### src/rtl/stack_seq.sv
module stack_seq #(
  parameter int DW = 8,
  parameter logic [7:0] SP_RESET = 8'h07
) (
  input  logic              clk,
  input  logic              rst_n,
  input  logic              op_valid,
  input  logic [2:0]        op,
  input  logic [DW-1:0]     push_data,
  input  logic [2*DW-1:0]   ret_pc,
  input  logic [2*DW-1:0]   call_target,
  output logic              ram_rd,
  output logic              ram_wr,
  output logic [DW-1:0]     ram_addr,
  output logic [DW-1:0]     ram_wdata,
  input  logic [DW-1:0]     ram_rdata,
  output logic [DW-1:0]     pop_data,
  output logic              pop_valid,
  output logic [2*DW-1:0]   pc_out,
  output logic              pc_load,
  output logic              irq_release,
  output logic [DW-1:0]     sp,
  output logic              busy
);
  localparam int PCW = 2 * DW;
  localparam logic [2:0] OP_PUSH = 3'd1, OP_POP = 3'd2, OP_POPSP = 3'd3,
                         OP_CALL = 3'd4, OP_RET = 3'd5, OP_RETI = 3'd6;

  typedef enum logic [3:0] {
    S_IDLE, S_PUSH, S_POPR, S_POPD, S_CALLL, S_CALLH, S_RETH, S_RETL, S_RETD
  } state_t;

  state_t          state;
  logic [DW-1:0]   byte_q, hi_q;
  logic [PCW-1:0]  ret_q, tgt_q;
  logic            to_sp, is_reti;

  always_ff @(posedge clk or negedge rst_n) begin
    if (!rst_n) begin
      state   <= S_IDLE;
      sp      <= DW'(SP_RESET);
      byte_q  <= '0;
      hi_q    <= '0;
      ret_q   <= '0;
      tgt_q   <= '0;
      to_sp   <= 1'b0;
      is_reti <= 1'b0;
    end else begin
      case (state)
        S_IDLE: if (op_valid) begin
          case (op)
            OP_PUSH: begin
              sp     <= sp + 1'b1;
              byte_q <= push_data;
              state  <= S_PUSH;
            end
            OP_POP, OP_POPSP: begin
              to_sp <= (op == OP_POPSP);
              state <= S_POPR;
            end
            OP_CALL: begin
              sp    <= sp + 1'b1;
              ret_q <= ret_pc;
              tgt_q <= call_target;
              state <= S_CALLL;
            end
            OP_RET, OP_RETI: begin
              is_reti <= (op == OP_RETI);
              state   <= S_RETH;
            end
            default: state <= S_IDLE;
          endcase
        end
        S_POPR: begin
          sp    <= sp - 1'b1;
          state <= S_POPD;
        end
        S_POPD: begin
          if (to_sp) sp <= ram_rdata;
          state <= S_IDLE;
        end
        S_CALLL: begin
          sp    <= sp + 1'b1;
          state <= S_CALLH;
        end
        S_RETH: begin
          sp    <= sp - 1'b1;
          state <= S_RETL;
        end
        S_RETL: begin
          sp    <= sp - 1'b1;
          hi_q  <= ram_rdata;
          state <= S_RETD;
        end
        default: state <= S_IDLE;
      endcase
    end
  end

  assign busy        = (state != S_IDLE);
  assign ram_wr      = (state == S_PUSH) || (state == S_CALLL) || (state == S_CALLH);
  assign ram_rd      = (state == S_POPR) || (state == S_RETH) || (state == S_RETL);
  assign ram_addr    = sp;
  assign ram_wdata   = (state == S_PUSH)  ? byte_q :
                       (state == S_CALLL) ? ret_q[DW-1:0] : ret_q[PCW-1:DW];
  assign pop_valid   = (state == S_POPD);
  assign pop_data    = ram_rdata;
  assign pc_load     = (state == S_CALLH) || (state == S_RETD);
  assign pc_out      = (state == S_CALLH) ? tgt_q : {hi_q, ram_rdata};
  assign irq_release = (state == S_RETD) && is_reti;
endmodule

### config.mk
export PLATFORM = sky130hd
export DESIGN_NAME = stack_seq
export DESIGN_NICKNAME = d
export VERILOG_FILES = /design/src/rtl/stack_seq.sv
export SDC_FILE = /design/constraint.sdc
export NUM_CORES = 1
export LEC_CHECK = 0
export BUFFER_PORTS_ARGS = -buffer_cell sky130_fd_sc_hd__buf_2
export CAP_MARGIN = 10
export CORE_ASPECT_RATIO = 1.2
export CORE_UTILIZATION = 35
export CTS_CLUSTER_SIZE = 25
export DETAILED_ROUTE_END_ITERATION = 10
export SKIP_LAST_GASP = 1
export SYNTH_ARGS = -nofsm -noshare
export SYNTH_HDL_FRONTEND = slang
export SYNTH_SLANG_ARGS = --single-unit
### constraint.sdc
create_clock -name clk -period 3.4 [get_ports clk]
set_clock_uncertainty 0.2 [all_clocks]
set_input_delay 0.34 -clock clk [delete_from_list [all_inputs] [get_ports clk]]
set_output_delay 0.34 -clock clk [all_outputs]
set_load 0.05 [all_outputs]
==> flow_summary.toml, run 1 <==
[drt]
wl_met1_mm = 3.44
top_layer_used = "met4"
routedWlPerCell_um = 14.3
drc = 0
via_per_inst = 4.84
vias = 2556
wirelength_mm = 7.53
final_antenna_net_count = 0
wl_met3_um = 515
dr.pass1.iters = 4
drt_iter0_drc = 50
routed-wl-met2_mm = 3.51

[setup_path]
cp_max_fo = 11
start_kind = "register"
crit_path_cell_trace = "inv_1, nand2_1, nor3_4, mux2i_1, o21ai_0, buf_2"
worst-setup-path-type = "register to primary output"
crit_family = "simple AND/OR/NAND/NOR gates"
required_ns = 2.86
path_buf_inv = 2
cp_slowest_cell = "dfrtp_1"
cp-end-kind = "primary output"
cp.arrival_ns = 2.31
slowest_delay_ns = 0.51

[cts]
root_buffer = "clkbuf_8"
clk_latency_ns = 0.33
cts.reportedPaths.clkPinSlew_ns = 0.07
cts_buffer_depth = 2
cts_setup_buffers = 0
clock_sinks = 62
cts-buffers-inserted = 9
cts_hold_repair.buffers = 1
cts_tree = "yes"
ctsResizeCount = 0
ctsHtreeMaxLevel = 3

[cells_and_area]
utilization_pct = 44.9
syn_to_final_growth_pct = 22.4
stdcell_count = 528
drive_gt1_share_pct = 47.8
nets = 465
diodes = 0

[synthesis]
syn-cell-area_sq_mm = 0.00338
ys_ff_latch = 62
yosys-top-cells-count = "59 x dfrtp_1, 58 x mux2_2, 51 x nand2_1"
yosys.area.top_type = "dfrtp_1"
seq_area_frac_synth_pct = 46.0
syn_avg_cell_area_sq_um = 11.0
yosys_warnings = 0
netlist.area_leader.share_pct = 43.7
synth_cell_type_count = 43
yosysMostFrequentCell = "dfrtp_1"
synth_cells = 308
synth_edf_count = 0
ys.flop_type = "dfrtp_1"
yosys-top-cells-area = "dfrtp_1 44%, mux2_2 19%, nand2_1 5.7%, mux2i_1 3.8%, buf_4 3.8%"
syn_nets = 370
async_flop_share_pct = 100

[pwr]
intPower_w = 0.00244
power_density_mw_per_mm2 = 1150
p_sw_share_pct = 48.6
pwr-share-clk_pct = 15.1
vdd_drop_max_uv = 630
switchingPower_w = 0.00231
p_comb_share_pct = 56.0
leakagePower_nw = 1.94
power_frac_seq_pct = 28.9

[timing]
worstMarginPinSlew_ns = 0.871
hold_viol_final = 0
fin_crit_sh_pct = 84.0
timing.max_slew.rel_slack_pct = 41.9
timing.setup.tns_ns = 0
hold_ws_ns = 0.0327
fin_ws_ns = 0.546
clock.fmax_mhz = 350
setup_violations = 0
rsz0062_at_grt = "false"
min_period_ns = 2.85
drv_slew = 0

[placed_design]
dp.cells = 511
dp_hpwl_mm = 5.44
io_buffers = 107
gp_congestion = 0.779
dp_slack_ns = 0.643

[hold_path]
hold_path.class = "input port to register"

[grt]
grt_pass1_vias = 2511
grt_max_degree = 39
overflow = 0
grt_pass1_wl_mm = 12.4
grt_antenna_before_repair = 0
grt_util_all_layers_pct = 16.0

[die]
die-height_um = 110
rows = 38
dieArea_sq_mm = 0.0101
core_sq_mm = 0.00922
die_width_um = 91.7
io-pin-count = 108
start_util_pct = 36.7

[status]
outcome = "complete, no violations"

[flow_run]
cap_violations = 0
## cells in the final DEF (no fill, tap or decap), types with 5 or more instances in the layout
cell type	synthesis	routed
a21oi_1	8	7
buf_4	17	6
nand2_1	51	51
inv_1	5	5
mux2_2	58	58
buf_2	7	107
nor3_1	7	7
clkbuf_8	0	10
nor2_1	8	8
xnor2_1	6	6
o21ai_0	17	17
dfrtp_1	59	59
ha_1	7	7
mux2i_1	13	13
## path summary, 6_finish.rpt
kind	from	endpoint	slack, ns	cells after the start
max	state[3]	ram_wdata[7]	0.55	6
min	call_target[10]	tgt_q[10]	0.03	2
max reg2reg	state[2]	ram_addr[6]	0.62	8
min reg2reg	hi_q[6]	hi_q[6]	0.28	2
max in group asynchronous	rst_n	ret_q[9]	1.67	3
min in group asynchronous	rst_n	ram_addr[6]	0.45	2
## kinds of logic (layout without fill, tap and decap cells)
family	Yosys count	after routing	synth area share, %
AOI/OAI and AO/OA	39	39	6.96
xor gates and xnor gates	6	6	1.55
adders and majority gates	8	8	3.18
buffers and inverters	36	136	6.84
DFF	62	62	46.0
muxes	72	72	23.5
and+or+nand+nor	85	85	12.0
## stage by stage
stage                     power, W  instance area [sq um]
after global routing       0.00510                   4140
final                      0.00475                   4140
after CTS                  0.00480                   4140
after detailed placement   0.00406                   3910
after global placement     0.00401                   3910
after floorplan            0.00355                   3390
## state kept, by name, indices dropped and copies added (netlist names)
| signal | cells |
|---|---|
| ret_q | 16 |
| tgt_q | 16 |
| byte_q | 8 |
| hi_q | 8 |
| ram_addr | 8 |
| state | 4 |
| is_reti | 1 |
| to_sp | 1 |
## metal layers
layer	GRT usage [%]	vias up
met2	26.3	96
met5	0	-
met4	4.69	0
li1	-	1253
met1	20.5	1199
met3	4.84	8
## power groups by stage
stage               registers, W  clock network (W)  logic [W]
floorplan                0.00143                  0    0.00211
global placement         0.00137                  0    0.00264
detailed placement       0.00139                  0    0.00267
CTS                      0.00137           0.000746    0.00268
global route             0.00143           0.000790    0.00288
finish                   0.00137           0.000716    0.00266
## area by class of cell
type,count,area (sq um)
fill,901,5080
clock inverter,6,85.1
clock buffer,10,138
multi-input combinational,210,1600
inverter,6,22.5
timing repair buffer,114,591
sequential,62,1560
tap,120,150
Note: power is estimated with default switching activity, not from simulation.
==> run 2: changes to the inputs <==
clock period = 2.5 ns   (was 3.4 ns; I/O delays follow)
==> run 2 against run 1 <==
  * Hold slack better by 0.017 ns
  * Count of clock-buffer cells in the layout unchanged
  * Non-clock buffer count is 58 higher
  * Critical path type unchanged
  * Highest routed layer unchanged
==> flow_summary.toml, run 2 (synthesis results as in run 1) <==
[status]
outcome = "complete, no violations"

[die]
dieArea_sq_mm = 0.0101
die_width_um = 91.7
rows = 38
start_util_pct = 36.7
core_sq_mm = 0.00922
die-height_um = 110
io-pin-count = 108

[placed_design]
dp_slack_ns = 0.0891
gp_congestion = 0.770
dp_hpwl_mm = 5.85
io_buffers = 107

[cts]
cts_buffer_depth = 2
ctsHtreeMaxLevel = 3
clk_latency_ns = 0.34
cts-buffers-inserted = 9
clock_sinks = 62
root_buffer = "clkbuf_8"
cts.reportedPaths.clkPinSlew_ns = 0.08
cts_tree = "yes"

[grt]
grt_pass1_vias = 2857
use_met2_pct = 34.0
use_met1_pct = 20.0
grt_pass1_wl_mm = 14.0
grt_util_all_layers_pct = 18.1
globalRouteMet3Util_pct = 3.80
grt_max_degree = 33
busiest_layer = "met2"
overflow = 0
grt_antenna_before_repair = 0

[drt]
drt_iter0_drc = 63
vias = 2823
via_per_inst = 4.82
routedWlPerCell_um = 14.9
drc = 0
wirelength_mm = 8.74
final_antenna_net_count = 0
dr.pass1.iters = 4

[setup_path]
start_kind = "register"
cp.arrival_ns = 1.98
r2r_slack_ns = 0.15
cp_max_fo = 11
worst-setup-path-type = "register to primary output"
required_ns = 2.05
cp-end-kind = "primary output"

[cells_and_area]
diodes = 0
drive_gt1_share_pct = 46.6
mostFrequentLayoutCells = "89 x buf_2, 59 x dfrtp_1, 58 x mux2_2"
layout_commonest_cell = "buf_2"
reg_top3 = "ret_q: 16 flops, tgt_q: 16 flops"
syn_to_final_growth_pct = 44.4
nets = 523

[hold_path]
hold_path.class = "input port to register"

[timing]
fin_crit_sh_pct = 97.3
setup_violations = 0
fin_ws_ns = 0.0683
hold_ws_ns = 0.0494
drv_slew = 0
hold_viol_final = 0
min_period_ns = 2.43
rsz0062_at_grt = "true"
worstMarginPinSlew_ns = 0.957
timing.max_slew.rel_slack_pct = 36.2
clock.fmax_mhz = 411

[pwr]
leakagePower_nw = 2.23
power_density_mw_per_mm2 = 1420
vdd_drop_max_uv = 1220

[flow_run]
cap_violations = 0
[run 2: changes by cell type in the layout (fill, tap and decap cells not counted), moves of 3 or more]
| cell | delta |
|---|---|
| dlygate4sd3_1 | +48 |
| buf_4 | +21 |
| buf_2 | -18 |
| o21ai_0 | -9 |
| o21ai_1 | +9 |
| mux2i_1 | -5 |
| buf_12 | +3 |
| mux2i_4 | +3 |
[run 2: power breakdown]
| group | switching [W] | internal [W] | total (W) |
|---|---|---|---|
| clock | 0.000428 | 0.000492 | 0.000920 |
| sequential | 0.000323 | 0.00151 | 0.00183 |
| combinational | 0.00261 | 0.00157 | 0.00418 |
| total | 0.00336 | 0.00357 | 0.00693 |
[run 2: critical path, stage by stage (launching register included)]
cell	delay (ns)
dfrtp_1	0.38
buf_4	0.19
inv_1	0.09
nand2_2	0.09
nor2_4	0.18
clkbuf_16	0.19
mux2_2	0.33
buf_4	0.19
[run 2: metal layers]
metal | wire length, um | part of all wire, %
met1 | 3600 | 41
met2 | 4520 | 52
met3 | 484 | 5.5
met4 | 139 | 1.6
met5 | 0 | 0
[run 2: area by class of cell]
class                   count  area, sq um
fillers                   857         4340
multi-input cells         210         1690
flip-flops and latches     62         1560
repair buffers            172         1260
well taps                 120          150
clock buffers              10          138
clock inverters             6         70.1
inverters                   6         25.0
[run 2: worst paths after layout]
| check | start | end | cells after the start |
|---|---|---|---|
| max | state[1] | pc_out[3] | 7 |
| min | op[0] | is_reti | 2 |
| max reg2reg | state[3] | ret_q[4] | 7 |
| min reg2reg | hi_q[3] | hi_q[3] | 2 |
| max in group asynchronous | rst_n | ret_q[4] | 3 |
| min in group asynchronous | rst_n | tgt_q[4] | 2 |
[run 2: repair_timing]
item                                    CTS  global route
endpoints found under the hold margin    76             0
endpoints found under the setup margin   22            57
cloned                                    0             1
hold buffers                             49             0
setup buffers                             0             1
resized for setup                        26            11
pin swaps                                 1             1
[run 2: per-stage QoR]
stage                     utilization (%)  instance area [sq um]  cells  total power [W]  setup TNS, ns
after floorplan                         -                   3420    308          0.00489         -0.184
after global placement               43.7                   4030    519          0.00563              0
after detailed placement             43.7                   4030    519          0.00571              0
after CTS                            52.2                   4810    584          0.00687      -0.000644
after global routing                 53.0                   4880    586          0.00737        -0.0180
final                                53.0                   4880    586          0.00693              0
==> run 3: changes to the inputs <==
CTS_CLUSTER_SIZE = 30   (was 25)
PLACE_DENSITY = 0.64   (was not set)
==> run 3 against run 2 <==
  * Critical path depth unchanged
  * Clock power increased by 15%
  * Sequential share of layout area increased by 0.16 points
  * Routed wire length up 2.7%
  * Utilization is 0.26 points lower
  * Sequential power about the same
  * Global-route usage up 0.068 points
==> flow_summary.toml, run 3 (synthesis results as in run 1) <==
[status]
outcome = "complete, no violations"

[setup_path]
cpMostUsedCell = "buf_4"
cp_slowest_cell = "dfrtp_1"
r2r-end = "tgt_q[13]"
cp_max_fo = 11
crit_path_cell_trace = "buf_4, inv_1, nand2_2, nor2_4, buf_6, mux2_2, buf_4"
reg2reg_depth = 7
crit_family = "buffers and inverters"
slowest_delay_ns = 0.39
required_ns = 2.05
rr_startpoint = "state[3]"
worst-setup-path-type = "register to primary output"
cp.arrival_ns = 1.98
r2r_slack_ns = 0.09
path_buf_inv = 4
cp-end-kind = "primary output"
start_kind = "register"

[cts]
cts.reportedPaths.clkPinSlew_ns = 0.07
ctsHtreeMaxLevel = 3
cts_buffer_depth = 2
clock_sinks = 62
clk_latency_ns = 0.33
root_buffer = "clkbuf_8"
cts-buffers-inserted = 9
cts_tree = "yes"

[die]
io-pin-count = 108
dieArea_sq_mm = 0.0101
core_sq_mm = 0.00922
start_util_pct = 36.7
die-height_um = 110
die_width_um = 91.7
rows = 38

[timing]
drv_slew = 0
min_period_ns = 2.43
fin_crit_sh_pct = 97.0
hold_viol_final = 0
clock.fmax_mhz = 412
timing.max_slew.rel_slack_pct = 50.7
rsz0062_at_grt = "true"
setup_violations = 0
worstMarginPinSlew_ns = 0.739

[drt]
final_antenna_net_count = 0
dr.pass1.iters = 4
vias = 2861
routedWlPerCell_um = 15.3
via_per_inst = 4.89
wirelength_mm = 8.98
drc = 0
drt_iter0_drc = 73

[grt]
grt_pass1_vias = 2954
overflow = 0
grt_antenna_before_repair = 0
grt_max_degree = 33
grt_util_all_layers_pct = 18.1
grt_pass1_wl_mm = 14.0

[flow_run]
cap_violations = 0

[cells_and_area]
utilization_pct = 52.7
final_area_sq_mm = 0.00486
nets = 522
mostFrequentLayoutCells = "86 x buf_2, 59 x dfrtp_1, 58 x mux2_2"
reg_top3 = "ret_q: 16 flops, tgt_q: 16 flops"
drive_gt1_share_pct = 46.5
syn_to_final_growth_pct = 43.7
diodes = 0
layout_commonest_cell = "buf_2"

[hold_path]
min_from = "ram_rdata[4]"
hold_path.class = "input port to register"
hold_depth = 3
holdPathEnd = "hi_q[4]"

[placed_design]
gp_congestion = 0.827
dpl_cell_area_sq_mm = 0.00402
dp_hpwl_mm = 5.84
io_buffers = 107

[pwr]
power.total_w = 0.00704
power_density_mw_per_mm2 = 1450
vdd_drop_max_uv = 1340
leakagePower_nw = 2.24
-- run 3: area by class of cell --
type	count	area [sq um]
fillers	814	4360
multi-input cells	210	1660
flip-flops and latches	62	1560
repair buffers	171	1240
well taps	120	150
clock buffers	9	124
clock inverters	7	113
inverters	6	22.5
-- run 3: metrics by stage --
| stage | setup TNS, ns | hold WS (ns) | instances | setup WS (ns) |
|---|---|---|---|---|
| final | 0 | 0.00890 | 585 | 0.0748 |
| after global placement | 0 | 0.151 | 519 | 0.155 |
| after detailed placement | 0 | 0.159 | 519 | 0.103 |
| after floorplan | -0.184 | -0.246 | 308 | -0.116 |
| after global routing | -0.561 | 0.00965 | 585 | -0.0275 |
| after CTS | -0.409 | 0.000803 | 583 | -0.0368 |
-- run 3: worst max-delay path by stage --
stage                         from          end  slack [ns]  cells past startpoint
after floorplan           state[3]  ram_addr[6]       -0.12                      9
after global placement    state[1]     tgt_q[6]        0.15                      7
after detailed placement  state[1]    tgt_q[11]        0.10                      7
after CTS                 state[3]    pc_out[5]       -0.04                      7
after global routing      state[3]     tgt_q[6]       -0.03                      7
final                     state[1]    pc_out[2]        0.07                      7
-- run 3: report_power, final --
part	switching, W	internal [W]
clock network	0.000402	0.000657
registers	0.000309	0.00151
logic	0.00262	0.00154
-- run 3: worst reg2reg max path, stage by stage (launching register included) --
cell,delay [ns]
dfrtp_1,0.38
buf_4,0.18
nor4_2,0.35
and2_1,0.25
nand2_1,0.13
nor3_4,0.19
buf_12,0.25
mux2_2,0.37
-- run 3: per-layer routing --
metal  GRT usage, %  share of wire, %
met1           20.1                42
met2           33.8                52
met3           3.73               5.5
met4           7.59               1.3
met5              0                 0
-- run 3: timing repair --
action,CTS,global route
hold buffers,48,0
gates cloned,0,1
buffers inserted,0,1
pin swaps,0,1
endpoints found under the hold margin,75,0
resized for setup,8,49
setup endpoints to repair,22,55
